## src/rtl/cdi_pkg.sv

```systemverilog
package cdi_pkg;

    typedef enum logic [1:0] {
        HB_IDLE = 2'd0,
        HB_WAIT = 2'd1,
        HB_WIN  = 2'd2
    } hb_state_e;

    // one bit per indication request
    typedef struct packed {
        logic col;
        logic jab;
        logic hb;
    } cdi_src_t;

    // divided tone: current level and last-cycle-of-period strobe
    typedef struct packed {
        logic hi;
        logic wrap;
    } tone_t;

    function automatic logic src_any(input cdi_src_t s);
        return s.col | s.jab | s.hb;
    endfunction

    function automatic int unsigned cnt_bits(input int unsigned n);
        return (n < 2) ? 1 : $clog2(n);
    endfunction

endpackage

```

## src/rtl/cdi_tone.sv

```systemverilog
module cdi_tone
    import cdi_pkg::*;
#(
    parameter int unsigned TONE_HALF = 2
) (
    input  logic  clk,
    input  logic  rst,
    output tone_t tone
);
    localparam int unsigned PERIOD = 2 * TONE_HALF;
    localparam int unsigned CW     = cnt_bits(PERIOD);

    logic [CW-1:0] cnt_q;

    always_ff @(posedge clk) begin
        if (rst) begin
            cnt_q <= '0;
        end else if (cnt_q == CW'(PERIOD - 1)) begin
            cnt_q <= '0;
        end else begin
            cnt_q <= cnt_q + 1'b1;
        end
    end

    always_comb begin
        tone.hi   = (cnt_q < CW'(TONE_HALF));
        tone.wrap = (cnt_q == CW'(PERIOD - 1));
    end
endmodule

```

## src/rtl/cdi_hb_timer.sv

```systemverilog
module cdi_hb_timer
    import cdi_pkg::*;
#(
    parameter int unsigned HB_DELAY = 44,
    parameter int unsigned HB_WIDTH = 40
) (
    input  logic clk,
    input  logic rst,
    input  logic tx_valid,
    input  logic hb_enable,
    output logic win
);
    localparam int unsigned MAXC = (HB_DELAY > HB_WIDTH) ? HB_DELAY : HB_WIDTH;
    localparam int unsigned CW   = cnt_bits(MAXC + 1);

    hb_state_e     st_q;
    logic [CW-1:0] cnt_q;
    logic          tx_d_q;
    logic          tx_end;

    assign tx_end = tx_d_q & ~tx_valid;

    always_ff @(posedge clk) begin
        if (rst) begin
            st_q   <= HB_IDLE;
            cnt_q  <= '0;
            tx_d_q <= 1'b0;
        end else begin
            tx_d_q <= tx_valid;
            if (!hb_enable || tx_valid) begin
                // disabled, or a new frame cancels any pending beat
                st_q  <= HB_IDLE;
                cnt_q <= '0;
            end else begin
                unique case (st_q)
                    HB_IDLE: begin
                        if (tx_end) begin
                            st_q  <= HB_WAIT;
                            cnt_q <= '0;
                        end
                    end
                    HB_WAIT: begin
                        if (cnt_q == CW'(HB_DELAY - 1)) begin
                            st_q  <= HB_WIN;
                            cnt_q <= '0;
                        end else begin
                            cnt_q <= cnt_q + 1'b1;
                        end
                    end
                    HB_WIN: begin
                        if (cnt_q == CW'(HB_WIDTH - 1)) begin
                            st_q  <= HB_IDLE;
                            cnt_q <= '0;
                        end else begin
                            cnt_q <= cnt_q + 1'b1;
                        end
                    end
                    default: begin
                        st_q  <= HB_IDLE;
                        cnt_q <= '0;
                    end
                endcase
            end
        end
    end

    assign win = (st_q == HB_WIN);
endmodule

```

## src/rtl/cdi_ind_gate.sv

```systemverilog
module cdi_ind_gate
    import cdi_pkg::*;
(
    input  logic     clk,
    input  logic     rst,
    input  cdi_src_t src,
    input  tone_t    tone,
    output logic     cd_p,
    output logic     cd_n
);
    logic act_q;

    // gate changes only at the last cycle of a tone period
    always_ff @(posedge clk) begin
        if (rst) begin
            act_q <= 1'b0;
        end else if (tone.wrap) begin
            act_q <= src_any(src);
        end
    end

    always_comb begin
        if (act_q) begin
            cd_p = tone.hi;
            cd_n = ~tone.hi;
        end else begin
            cd_p = 1'b1;
            cd_n = 1'b1;
        end
    end
endmodule

```

## src/rtl/cdi_seq.sv

```systemverilog
module cdi_seq
    import cdi_pkg::*;
#(
    parameter int unsigned TONE_HALF = 2,
    parameter int unsigned HB_DELAY  = 44,
    parameter int unsigned HB_WIDTH  = 40
) (
    input  logic clk,
    input  logic rst,
    input  logic tx_valid,
    input  logic collision,
    input  logic jabber_req,
    input  logic hb_enable,
    output logic cd_p,
    output logic cd_n
);
    tone_t    tone;
    cdi_src_t src;
    logic     hb_win;

    cdi_tone #(.TONE_HALF(TONE_HALF)) u_tone (
        .clk  (clk),
        .rst  (rst),
        .tone (tone)
    );

    cdi_hb_timer #(.HB_DELAY(HB_DELAY), .HB_WIDTH(HB_WIDTH)) u_hb (
        .clk       (clk),
        .rst       (rst),
        .tx_valid  (tx_valid),
        .hb_enable (hb_enable),
        .win       (hb_win)
    );

    always_comb begin
        src.col = collision;
        src.jab = jabber_req;
        src.hb  = hb_win;
    end

    cdi_ind_gate u_gate (
        .clk  (clk),
        .rst  (rst),
        .src  (src),
        .tone (tone),
        .cd_p (cd_p),
        .cd_n (cd_n)
    );
endmodule

```

## config.mk

```make
export PLATFORM = sky130hd
export DESIGN_NAME = cdi_seq
export DESIGN_NICKNAME = d
export VERILOG_FILES = /design/src/rtl/cdi_pkg.sv /design/src/rtl/cdi_tone.sv /design/src/rtl/cdi_hb_timer.sv /design/src/rtl/cdi_ind_gate.sv /design/src/rtl/cdi_seq.sv
export SDC_FILE = /design/constraint.sdc
export NUM_CORES = 1
export LEC_CHECK = 0
export BUFFER_PORTS_ARGS = -buffer_cell sky130_fd_sc_hd__buf_2
export CORE_MARGIN = 2
export CORE_UTILIZATION = 55
export CTS_CLUSTER_SIZE = 30
export DETAILED_ROUTE_END_ITERATION = 8
export HOLD_SLACK_MARGIN = 0.1
export PLACE_DENSITY = 0.75
export SLEW_MARGIN = 20
export SYNTH_ARGS = -nofsm -noshare
export SYNTH_HDL_FRONTEND = slang
export SYNTH_HIERARCHICAL = 1
export SYNTH_SLANG_ARGS = --single-unit
```

## constraint.sdc

```tcl
create_clock -name clk -period 1.9 [get_ports clk]
set_clock_uncertainty 0.05 [all_clocks]
set_input_delay 0.19 -clock clk [delete_from_list [all_inputs] [get_ports clk]]
set_output_delay 0.19 -clock clk [all_outputs]
set_load 0.03 [all_outputs]
```

Yosys cells after proc, flatten, opt, wreduce, memory -nomap -nowiden --
Cells that the tools add are included.
Storage, ports and cells: register bits after elaboration 12, latch bits 0, RAM bits 0, memory bits (read-only) 0, input port bits 6, output and inout bits 2, word-level logic and storage cells 37, memories kept 0
Cells by class: $add $sub $neg 2, multipliers 0, div/mod/pow operators 0, order comparisons 1, equal/unequal tests 8, shifts and indexed selects 0, muxes and demuxes 10, bitwise logic cells 5, reduce and logical (&&, ||, !) cells 6
Operator list (number):
- 2-to-1 mux 6 bit | 3
- one-hot mux 6 bit (3 select lines) | 1
- == test 6 bit (second input constant) | 2
- adder 6 x 1 -> 6 bit (second input constant) | 1
- 2-to-1 mux 2 bit | 3
- != test 2 x 1 -> 1 bit (second input constant) | 3
- one-hot mux 2 bit (3 select lines) | 1
- == test 2 bit (second input constant) | 2
- OR reduction 2 bit | 2
- AND reduction 3 bit | 1
- adder 2 x 1 -> 2 bit (second input constant) | 1
- == test 2 x 1 -> 1 bit (second input constant) | 1
- zero test 2 bit | 1
- < comparator 2 bit (second input constant) | 1
- 2-to-1 mux 1 bit | 2
- inverter 1 bit | 2
- OR 1 bit | 2
- AND 1 bit | 1
- zero test 1 bit | 1
- logical OR 1 bit | 1

Longest topological paths before layout --
Gate-level depths: netlist of the first run.
word-level depth 4, gate-level depth with buffers 7, mapped depth without buffers 6

Modules after synthesis --
Netlist of the first run, hierarchy kept.
By module, submodules not included:
- cdi_hb_timer | instances 1, cells an instance 75, area an instance 614.3 sq um, sequential area each 180.2 sq um
- cdi_tone | instances 1, cells an instance 6, area an instance 78.8 sq um, sequential area each 40.0 sq um
- cdi_ind_gate | instances 1, cells an instance 6, area an instance 56.3 sq um, sequential area each 20.0 sq um

Worst setup path before layout of the first run --
Ideal clock, no wire load.
kind register -> register, start point reg u_hb.cnt_q[0], end point reg u_hb.st_q[0], library setup time 0.072 ns, arrival 1.466 ns, required time 1.778 ns, slack 0.312 ns, stages on the path, launching flop included 7, path buffers 1, period minus slack after synthesis 1.588 ns, path through dfxtp_1 -> ha_1 -> nand3b_4 -> o32a_1 -> buf_6 -> a21oi_2 -> mux2i_1
On the way: word-level cells in the longest chain between the ends 3, elaborated cells on any way between the ends 5, those cells by class eq/ne: 4; reduce/logical: 1
Ends and longest elaborated chain:
- start: declaration | RTL line cdi_hb_timer.sv:17 | logic [CW-1:0] cnt_q;
- start signal: assignment | RTL line cdi_hb_timer.sv:47 | cnt_q <= cnt_q + 1'b1;
- start signal: assignment | RTL line cdi_hb_timer.sv:55 | cnt_q <= cnt_q + 1'b1;
- == test 6 bit (on tied branches) | RTL line cdi_hb_timer.sv:43, cdi_hb_timer.sv:51
- != test 2 x 1 -> 1 bit (no line)
- AND reduction 3 bit (no line) *
- end signal: assignment | RTL line cdi_hb_timer.sv:38 | st_q <= HB_WAIT;
- end signal: assignment | RTL line cdi_hb_timer.sv:44 | st_q <= HB_WIN;
- end signal: assignment | RTL line cdi_hb_timer.sv:52 | st_q <= HB_IDLE;
- end: declaration | RTL line cdi_hb_timer.sv:16 | hb_state_e st_q;
Mark *: on every way between the ends. The rest lies on a longest branch, timed or not. A chain may end at the register's enable or synchronous reset.

Worst setup path in the final report of the first run --
Same ends and word-level chain as after synthesis.

==> Flow_metrics.wiki, run 1 <==
{| class="wikitable"
! Metric !! Value
|-
| Fraction of the mapped netlist area in adder cells || 0.100
|-
| # Max-Cap Violations || 0
|-
| Worst-path cell chain || ha_1 > nand3b_4 > o32a_1 > a21oi_2 > mux2i_1
|-
| TritonCTS buffer count || 3
|-
| Largest family of logic cells by synthesized area || simple AND/OR/NAND/NOR gates
|-
| Top Layer Used || met4
|-
| Routed via count divided by cell count || about 6.0
|-
| Count of warnings emitted by yosys || 6
|-
| Unique masters post-synth || 32
|-
| Clock latency on the worst-skew pair || about 0.27 ns
|-
| Pin count of the biggest net entering global routing || 10
|-
| Mapped cell area || ~750 um^2
|-
| Wirelength, routed || around 1.4 mm
|-
| Final setup viols || 0
|-
| Fraction of registers with async set or reset after synthesis || 0
|-
| Required time of the critical path || a little over 2 ns
|-
| Routed via count || 648
|-
| Number of I/O pins || 8
|-
| Startpoint types || flop
|-
| Worst Path Arrival || 1.89 ns
|-
| Power per cell area || around 590 nW/um^2
|-
| Result of the run || finished clean
|-
| Longest Clk Path Bufs || 2
|-
| Unrepaired setup endpoints after global routing || no
|-
| Count of buffer and inverter cells on the critical path || 0
|-
| Seq/Total Area, Yosys || 0.321
|-
| Final slew viol count || 0
|-
| Layout net count || 107
|-
| Global route total overflow || 0
|-
| Basic-gate share of the synthesized area counting and, or, nand and nor cells || 0.332
|-
| Number of hold violations in the final report || 0
|-
| Peak VDD IR || 0.405 mV
|-
| Relative slew margins || 0.725
|-
| Clock transition at the register clock pins on the worst setup and hold paths after CTS || 0.07 ns
|-
| Final cell count without fillers || 108
|-
| Critical path capture point type || flop
|-
| Final total negative setup slack || 0 ns
|-
| First DRT Iteration DRCs || 23
|-
| Cts-stage hold buffer count || 0
|-
| Post-DP HPWL || 1.08 mm
|-
| Flop and latch count out of synthesis || 12
|-
| Portion of the clock cycle consumed by the worst path in the final layout || 0.909
|-
| Total routing usage reported by global routing || 0.203
|-
| Clock tree from TritonCTS || yes
|-
| Synthesized instance count || 87
|-
| Vias in the first global route || between 500 and 600
|-
| Mean instance size in the synthesized netlist || 8.61 um^2
|-
| Number of levels in the clock H-tree || 1
|-
| Clock root cell || sky130_fd_sc_hd__clkbuf_4
|-
| Placed insts || ~110
|-
| Achievable frequency || 0.579 GHz
|-
| Number of port buffers || 7
|-
| CP peak stage delay || 0.46 ns
|-
| Fraction of synthesized area in multiplexers || 0.0134
|-
| Area Growth Syn to Fin || 6.84%
|-
| Total number of clock tree sinks || 12
|-
| Post-CTS Repair Setup Buffers || 0
|-
| Number of diodes added for antenna fixing || 0
|-
| Length of routed met3 wiring || 76 um
|-
| Depth of the most critical reg-to-reg path || 5
|-
| Starting density of the core || 0.583
|-
| Worst path slowest cell || sky130_fd_sc_hd__o32a_1
|-
| Worst Path Max Fanout || 9
|-
| Number of cells on the critical path || 5
|-
| Total number of placement rows || 13
|-
| Die footprint || 1670 um^2
|-
| Area of the core region || 1280 um^2
|-
| Count of cells along the worst hold path || 2
|-
| Leading cell type in the layout, fill and taps excluded || sky130_fd_sc_hd__dfxtp_1
|-
| XOR/XNOR Fraction of Synth Area || 0
|-
| Number of nets with antenna violations after detailed routing || 0
|-
| Final worst path period need || 1.73 ns
|-
| Static leakage power || 0.298 nW
|-
| Classification of the worst setup path || reg2reg
|-
| Die span in y || 40.9 um
|-
| Slew @ Worst Pin || between 0.4 and 0.5 ns
|-
| Top delay family on crit path || compound AO/OA/AOI/OAI gates
|-
| Average wire length per cell after detail routing || roughly 13 um
|-
| Post-CTS sizing || 0
|-
| RD Place Congestion || a little over 0.8
|-
| Commonest cells after routing, fill and taps aside || 12 x sky130_fd_sc_hd__dfxtp_1, 10 x sky130_fd_sc_hd__nand2_1, 7 x sky130_fd_sc_hd__buf_2, 7 x sky130_fd_sc_hd__nand4_1
|-
| Die span in x || between 40 and 50 um
|-
| DRT Pass-1 Iters || 4
|-
| Number of flops mapped to enable cells by yosys || 0
|-
| Post-synthesis compound-gate area fraction || 0.175
|-
| Wire length on met1 || 668 um
|-
| Count of unresolved DRC violations after routing || 0
|-
| Total nets after synthesis || 99
|-
| Global-route wire length before repair || roughly 2.2 mm
|-
| Met2 wire length || 679 um
|-
| Antenna violations before repair || 0
|-
| Layout cell share with drive strength beyond 1 || 0.204
|-
| Top FF cell, synth || sky130_fd_sc_hd__dfxtp_1
|-
| Type of the worst min-delay path || in2reg
|}
cell usage after synthesis (2+ instances only):
| cell type | n | area, um^2 |
|---|---|---|
| sky130_fd_sc_hd__nand2b_1 | 4 | 25.0 |
| sky130_fd_sc_hd__nor3_2 | 2 | 20.0 |
| sky130_fd_sc_hd__nand3_1 | 3 | 15.0 |
| sky130_fd_sc_hd__ha_1 | 6 | 75.1 |
| sky130_fd_sc_hd__a31oi_1 | 2 | 12.5 |
| sky130_fd_sc_hd__nand4b_1 | 2 | 17.5 |
| sky130_fd_sc_hd__buf_2 | 2 | 10.0 |
| sky130_fd_sc_hd__o21ai_0 | 4 | 20.0 |
| sky130_fd_sc_hd__inv_1 | 5 | 18.8 |
| sky130_fd_sc_hd__a21oi_1 | 6 | 30.0 |
| sky130_fd_sc_hd__nor2_1 | 3 | 11.3 |
| sky130_fd_sc_hd__o31a_2 | 2 | 20.0 |
| sky130_fd_sc_hd__nand2_1 | 10 | 37.5 |
| sky130_fd_sc_hd__nand4_1 | 7 | 43.8 |
| sky130_fd_sc_hd__dfxtp_1 | 12 | 240 |
state kept, by name (all words and copies together), names as in the netlist:
name and flops:
u_gate/act_q 1, u_hb/tx_d_q 1, u_hb/st_q 2, u_tone/cnt_q 2, u_hb/cnt_q 6
metrics by stage:
stage               power (mW)  worst slack (ns)  utilization  hold WS (ns)  area (um^2)
floorplan                0.306             0.312            -         0.204          749
global placement         0.319             0.239        0.606         0.381          778
detailed placement       0.321             0.201        0.606         0.394          778
CTS                      0.477             0.178        0.623         0.110          801
global route             0.492            0.0683        0.623         0.124          801
finish                   0.471             0.173        0.623         0.113          801
worst register-to-register path: stages (launching register included):
cell and delay (ns):
sky130_fd_sc_hd__dfxtp_1 0.38, sky130_fd_sc_hd__ha_1 0.27, sky130_fd_sc_hd__nand3b_4 0.11, sky130_fd_sc_hd__o32a_1 0.46, sky130_fd_sc_hd__a21oi_2 0.20, sky130_fd_sc_hd__mux2i_1 0.18
area by class of cell:
cell class	count	area [um^2]
inverters	5	18.8
clock buffers	3	22.5
flip-flops and latches	12	240
multi-input cells	66	465
fillers	121	484
well taps	15	18.8
repair buffers	7	35.0
where the power goes:
part | switching [mW] | internal, mW | leakage (nW)
sequential | 0.00510 | 0.260 | 0.0975
clock | 0.0829 | 0.0735 | 0.0138
combinational | 0.0277 | 0.0217 | 0.187
total | 0.116 | 0.355 | 0.298
worst paths after layout:
check                                      from         endpoint  slack (ns)
worst max-delay path              u_hb/cnt_q[0]     u_hb/st_q[0]        0.17
worst min-delay path                   tx_valid      u_hb/tx_d_q        0.11
worst max register to register    u_hb/cnt_q[0]     u_hb/st_q[0]        0.17
worst min register to register  u_tone/cnt_q[0]  u_tone/cnt_q[0]        0.40
per-layer routing:
layer	up-vias	GRT usage
li1	328	-
met5	-	0
met4	0	0.0750
met2	17	0.352
met1	301	0.238
met3	2	0.0489
cells by family (layout without fill, tap and decap cells):
logic type	after synthesis	after routing
AO/OA/AOI/OAI	19	19
adder cells (fa/ha/maj)	6	6
buffers and inverters	9	15
flip-flops	12	12
multiplexers	1	1
AND/OR/NAND/NOR	40	40
No activity file was read; power rests on OpenSTA's default activity.
==> run 2, diff against run 1 <==
- CELL_PAD_IN_SITES_DETAIL_PLACEMENT: unset -> 1
- CELL_PAD_IN_SITES_GLOBAL_PLACEMENT: unset -> 1
- CORE_UTILIZATION: 55 -> 42
- PLACE_DENSITY: 0.75 -> unset
- PLACE_DENSITY_LB_ADDON: unset -> 0.1
- SETUP_SLACK_MARGIN: unset -> 0.05
==> Flow_metrics.wiki, run 2 (same netlist as run 1, synthesis figures left out) <==
{| class="wikitable"
! Metric !! Value
|-
| Result of the run || finished clean
|-
| Power per cell area || 627 nW/um^2 (+6.6%)
|-
| Placed insts || 115 (+9.5%)
|-
| # Max-Cap Violations || 0 (unchanged)
|-
| Register bank with the most flops || u_hb/cnt_q
|-
| Fillers || 211 (+74%)
|-
| DRT Pass-1 Iters || 4 (unchanged)
|-
| Crit Reg-Reg Endpoint || u_hb/st_q[0]
|-
| Number of I/O pins || 8 (unchanged)
|-
| Commonest cells after routing, fill and taps aside || 11 x sky130_fd_sc_hd__dfxtp_1, 10 x sky130_fd_sc_hd__nand2_1, 7 x sky130_fd_sc_hd__buf_2, 7 x sky130_fd_sc_hd__nand4_1, 6 x sky130_fd_sc_hd__a21oi_1
|-
| Slew @ Worst Pin || 0.373 ns (-0.0286 ns)
|-
| Final setup viols || 0 (unchanged)
|-
| Total Power Consumption || 0.530 mW (+13%)
|-
| Depth of the most critical reg-to-reg path || 6 (+1)
|-
| Unrepaired setup endpoints after global routing || no
|-
| Achievable frequency || 0.570 GHz (-1.5%)
|-
| Area of the core region || 1710 um^2 (+33%)
|-
| Required time of the critical path || 2.05 ns (about the same)
|-
| Largest registers || u_hb/cnt_q x6, u_hb/st_q x2, u_tone/cnt_q x2
|-
| First DRT Iteration DRCs || 12 (-48%)
|-
| Vias in the first global route || 622 (+17%)
|-
| Antenna violations before repair || 0 (unchanged)
|-
| Area Growth Syn to Fin || 12.9%
|-
| Total number of clock tree sinks || 12 (unchanged)
|-
| Number of diodes added for antenna fixing || 0 (unchanged)
|-
| Number of port buffers || 7 (unchanged)
|-
| Static leakage power || 0.308 nW (+3.3%)
|-
| Wirelength, routed || 1.85 mm (+29%)
|-
| Count of buffer and inverter cells on the critical path || 1 (+1)
|-
| Longest Clk Path Bufs || 2 (unchanged)
|-
| Routed via count divided by cell count || 5.53 (-7.8%)
|-
| Average wire length per cell after detail routing || 15.5 um (+17%)
|-
| Starting density of the core || 0.439 (-0.144)
|-
| Source of the worst register-to-register timing path || u_hb/st_q[1]
|-
| Die footprint || 2140 um^2 (+28%)
|-
| Clock tree from TritonCTS || yes
|-
| Worst Path Arrival || 1.91 ns (+0.02 ns)
|-
| Final slew viol count || 0 (unchanged)
|-
| Pin count of the biggest net entering global routing || 10 (unchanged)
|-
| Timing endpoint of the critical path || u_hb/st_q[0]
|-
| Final worst path period need || 1.75 ns (+0.0269 ns)
|-
| Post-detailed-placement cell area || 791 um^2 (+1.6%)
|-
| Classification of the worst setup path || reg2reg
|-
| Layout cell share with drive strength beyond 1 || 0.255 (+0.0510)
|-
| Peak VDD IR || 0.374 mV (-7.7%)
|-
| Clock transition at the register clock pins on the worst setup and hold paths after CTS || 0.09 ns (+0.02 ns)
|-
| Worst-path cell chain || inv_1 > ha_1 > nand2b_1 > o32a_4 > a21oi_2 > mux2i_1
|-
| Leading cell type in the layout, fill and taps excluded || sky130_fd_sc_hd__dfxtp_1
|-
| Worst Path Max Fanout || 9 (unchanged)
|-
| Number of cells on the critical path || 6 (+1)
|-
| Routed via count || 658 (+1.5%)
|-
| Top delay family on crit path || compound AO/OA/AOI/OAI gates
|-
| TritonCTS buffer count || 3 (unchanged)
|-
| Critical path capture point type || flop
|-
| Number of hold violations in the final report || 0 (unchanged)
|-
| Layout net count || 107 (unchanged)
|-
| Portion of the clock cycle consumed by the worst path in the final layout || 0.923 (+0.0142)
|-
| Reg-to-reg setup timing slack || 0.15 ns (-0.03 ns)
|-
| Global route total overflow || 0 (unchanged)
|-
| Number of nets with antenna violations after detailed routing || 0 (unchanged)
|-
| Post-CTS sizing || 0 (unchanged)
|-
| Die span in y || 46.2 um (+13%)
|-
| Post-CTS Repair Setup Buffers || 0 (unchanged)
|-
| Number of levels in the clock H-tree || 1 (unchanged)
|-
| Cell area after layout || 846 um^2 (+5.6%)
|-
| Final total negative setup slack || 0 ns (unchanged)
|-
| Total routing usage reported by global routing || 0.204 (+0.000906)
|-
| Worst path slowest cell || sky130_fd_sc_hd__o32a_4
|-
| Die span in x || 46.2 um (+13%)
|-
| Startpoint types || flop
|-
| Global-route wire length before repair || 2.93 mm (+34%)
|-
| Count of unresolved DRC violations after routing || 0 (unchanged)
|-
| Relative slew margins || 0.745 (+0.0196)
|-
| RD Place Congestion || 0.706 (-15%)
|-
| Post-DP HPWL || 1.31 mm (+21%)
|-
| Cts-stage hold buffer count || 0 (unchanged)
|-
| Final cell count without fillers || 119 (+10%)
|-
| Clock latency on the worst-skew pair || 0.28 ns (about the same)
|-
| Clock root cell || sky130_fd_sc_hd__clkbuf_4
|-
| Largest register FFs || 6 (unchanged)
|-
| Type of the worst min-delay path || in2reg
|-
| Launching element of the worst setup path || u_hb/st_q[1]
|-
| Total number of placement rows || 15 (+2)
|-
| CP peak stage delay || 0.38 ns (-0.08 ns)
|}
run 2: cell count changes in the layout (fill, tap and decap cells not counted), sizes merged:
cell,delta
clkbuf,+1
run 2: area by class of cell:
type,instances,area (um^2),area share
Inverter,5,18.8,0.0222
Timing Repair Buffer,7,35.0,0.0414
Sequential cell,12,241,0.286
Multi-Input combinational cell,66,483,0.571
Clock buffer,4,36.3,0.0429
Tap cell,25,31.3,0.0370
run 2: worst min-delay path by stage:
stage	startpoint	to	slack [ns]	depth (start not counted)
after floorplan	rst	u_tone/cnt_q[0]	0.20	1
after global placement	u_tone/cnt_q[0]	u_tone/cnt_q[0]	0.39	1
after detailed placement	u_tone/cnt_q[0]	u_tone/cnt_q[0]	0.39	1
after CTS	rst	u_tone/cnt_q[0]	0.10	2
after global routing	rst	u_tone/cnt_q[0]	0.11	2
final	rst	u_tone/cnt_q[0]	0.11	2
run 2: report_power, final:
| part | total (mW) | switching [mW] | internal (mW) | leakage, nW |
|---|---|---|---|---|
| logic | 0.0512 | 0.0291 | 0.0221 | 0.189 |
| registers | 0.265 | 0.00559 | 0.260 | 0.0981 |
| clock network | 0.214 | 0.0971 | 0.117 | 0.0210 |
| total | 0.530 | 0.132 | 0.399 | 0.308 |
run 2: layer usage:
metal | part of all wire | global-route usage
met1 | 0.45 | 0.246
met2 | 0.50 | 0.325
met3 | 0.035 | 0.0471
met4 | 0.014 | 0.120
met5 | 0 | 0
run 2: per-stage QoR:
stage / worst slack (ns) / utilization / hold WS, ns
2_1_floorplan: 0.312 / - / 0.204
3_3_place_gp: 0.211 / 0.463 / 0.388
3_5_place_dp: 0.102 / 0.463 / 0.392
4_1_cts: 0.0795 / 0.484 / 0.101
5_1_grt: 0.0380 / 0.495 / 0.109
6_report: 0.146 / 0.495 / 0.106
==> run 3, diff against run 2 <==
- CORE_MARGIN: 2 -> unset
- MAX_ROUTING_LAYER: unset -> met4
==> Flow_metrics.wiki, run 3 (same netlist as run 1, synthesis figures left out) <==
{| class="wikitable"
! Metric !! Value
|-
| Routed via count divided by cell count || 5.57 (+0.69%)
|-
| Commonest cells after routing, fill and taps aside || 12 x sky130_fd_sc_hd__dfxtp_1, 10 x sky130_fd_sc_hd__nand2_1, 7 x sky130_fd_sc_hd__buf_2, 7 x sky130_fd_sc_hd__nand4_1, 6 x sky130_fd_sc_hd__a21oi_1
|-
| TritonCTS buffer count || 3 (unchanged)
|-
| RD Place Congestion || 0.830 (+18%)
|-
| Cts-stage hold buffer count || 0 (unchanged)
|-
| Leading cell type in the layout, fill and taps excluded || sky130_fd_sc_hd__dfxtp_1
|-
| Longest Clk Path Bufs || 2 (unchanged)
|-
| Post-DP HPWL || 1.32 mm (+0.54%)
|-
| Clock latency on the worst-skew pair || 0.27 ns (about the same)
|-
| Pin count of the biggest net entering global routing || 10 (unchanged)
|-
| Largest register FFs || 6 (unchanged)
|-
| Number of hold violations in the final report || 0 (unchanged)
|-
| Number of diodes added for antenna fixing || 0 (unchanged)
|-
| Required time of the critical path || 2.06 ns (about the same)
|-
| Cell area after layout || 830 um^2 (-1.9%)
|-
| Layout net count || 107 (unchanged)
|-
| Die span in y || 44.2 um (-4.3%)
|-
| Global-route wire length before repair || 2.95 mm (+0.72%)
|-
| Number of port buffers || 7 (unchanged)
|-
| # Max-Cap Violations || 0 (unchanged)
|-
| Largest registers || u_hb/cnt_q x6, u_hb/st_q x2, u_tone/cnt_q x2
|-
| Average wire length per cell after detail routing || 14.9 um (-4.0%)
|-
| Final worst path period need || 1.71 ns (-0.0426 ns)
|-
| Number of levels in the clock H-tree || 1 (unchanged)
|-
| DRT Pass-1 Iters || 6 (+2)
|-
| Clock transition at the register clock pins on the worst setup and hold paths after CTS || 0.08 ns (about the same)
|-
| Area Growth Syn to Fin || 10.7%
|-
| Antenna violations before repair || 0 (unchanged)
|-
| Routed via count || 657 (-0.15%)
|-
| Peak VDD IR || 0.358 mV (-4.3%)
|-
| Portion of the clock cycle consumed by the worst path in the final layout || 0.901 (-0.0224)
|-
| Die footprint || 1960 um^2 (-8.5%)
|-
| Worst Path Arrival || 1.87 ns (-0.04 ns)
|-
| Post-CTS sizing || 0 (unchanged)
|-
| Final setup viols || 0 (unchanged)
|-
| Area of the core region || 1590 um^2 (-6.7%)
|-
| Fillers || 207 (-1.9%)
|-
| Result of the run || finished clean
|-
| Slew @ Worst Pin || 0.442 ns (+0.0684 ns)
|-
| Vias in the first global route || 642 (+3.2%)
|-
| Static leakage power || 0.304 nW (-1.4%)
|-
| Startpoint types || flop
|-
| Critical path capture point type || flop
|-
| Die span in x || 44.2 um (-4.3%)
|-
| Total number of placement rows || 14 (-1)
|-
| Worst Path Max Fanout || 9 (unchanged)
|-
| Total number of clock tree sinks || 12 (unchanged)
|-
| Global route total overflow || 0 (unchanged)
|-
| Final slew viol count || 0 (unchanged)
|-
| Post-detailed-placement cell area || 790 um^2 (-0.16%)
|-
| Final Util || 0.520 (+0.0252)
|-
| Register bank with the most flops || u_hb/cnt_q
|-
| Post-CTS Repair Setup Buffers || 0 (unchanged)
|-
| Power per cell area || 632 nW/um^2 (+0.75%)
|-
| Total routing usage reported by global routing || 0.214 (+0.00989)
|-
| Number of I/O pins || 8 (unchanged)
|-
| Type of the worst min-delay path || in2reg
|-
| Wirelength, routed || 1.76 mm (-4.8%)
|-
| Unrepaired setup endpoints after global routing || no
|-
| Number of nets with antenna violations after detailed routing || 0 (unchanged)
|-
| Layout cell share with drive strength beyond 1 || 0.234 (-0.0213)
|-
| Relative slew margins || 0.698 (-0.0468)
|-
| Clock tree from TritonCTS || yes
|-
| Count of unresolved DRC violations after routing || 0 (unchanged)
|-
| Starting density of the core || 0.470 (+0.0313)
|-
| First DRT Iteration DRCs || 23 (+11)
|-
| Achievable frequency || 0.584 GHz (+2.5%)
|-
| Clock root cell || sky130_fd_sc_hd__clkbuf_4
|-
| Classification of the worst setup path || reg2reg
|-
| Final total negative setup slack || 0 ns (unchanged)
|}
-- run 3: cell counts in the layout (fill, tap and decap cells not counted) --
No cell type changed its count.
-- run 3: area by class of cell --
type | instances | area (um^2) | area share
clock buffers | 4 | 36.3 | 0.0437
inverters | 5 | 18.8 | 0.0226
multi-input cells | 66 | 469 | 0.566
flip-flops and latches | 12 | 240 | 0.290
well taps | 24 | 30.0 | 0.0362
repair buffers | 7 | 35.0 | 0.0422
-- run 3: report_power, final --
group	internal, mW	switching (mW)	total [mW]	leakage (nW)
Clock	0.116	0.0914	0.208	0.0210
Sequential	0.260	0.00522	0.265	0.0975
Combinational	0.0219	0.0291	0.0510	0.185
-- run 3: critical path, stage by stage (launching register included) --
cell and delay [ns]:
sky130_fd_sc_hd__dfxtp_1 0.36, sky130_fd_sc_hd__inv_1 0.08, sky130_fd_sc_hd__ha_1 0.21, sky130_fd_sc_hd__nand2b_1 0.16
sky130_fd_sc_hd__o32a_2 0.42, sky130_fd_sc_hd__a21oi_2 0.18, sky130_fd_sc_hd__mux2i_1 0.18
-- run 3: final timing paths --
path	startpoint	to	slack (ns)	depth (start not counted)
setup / recovery	u_hb/st_q[1]	u_hb/st_q[0]	0.19	6
hold reg to reg	u_tone/cnt_q[0]	u_tone/cnt_q[0]	0.40	1
hold / removal	rst	u_tone/cnt_q[0]	0.11	2
setup reg to reg	u_hb/st_q[1]	u_hb/st_q[0]	0.19	6
-- run 3: metrics by stage --
stage          total power [mW]  cells  hold WS, ns  worst slack [ns]
3_5_place_dp              0.322    114        0.392             0.168
2_1_floorplan             0.306     87        0.204             0.312
5_1_grt                   0.553    118        0.104            0.0783
4_1_cts                   0.535    118        0.108             0.150
6_report                  0.524    118        0.113             0.189
3_3_place_gp              0.320    114        0.385             0.218
-- run 3: metal layers --
layer  GRT usage  part of all wire
met3      0.0367             0.015
met4      0.0909             0.013
met1       0.292              0.49
met5           -                 0
met2       0.309              0.48
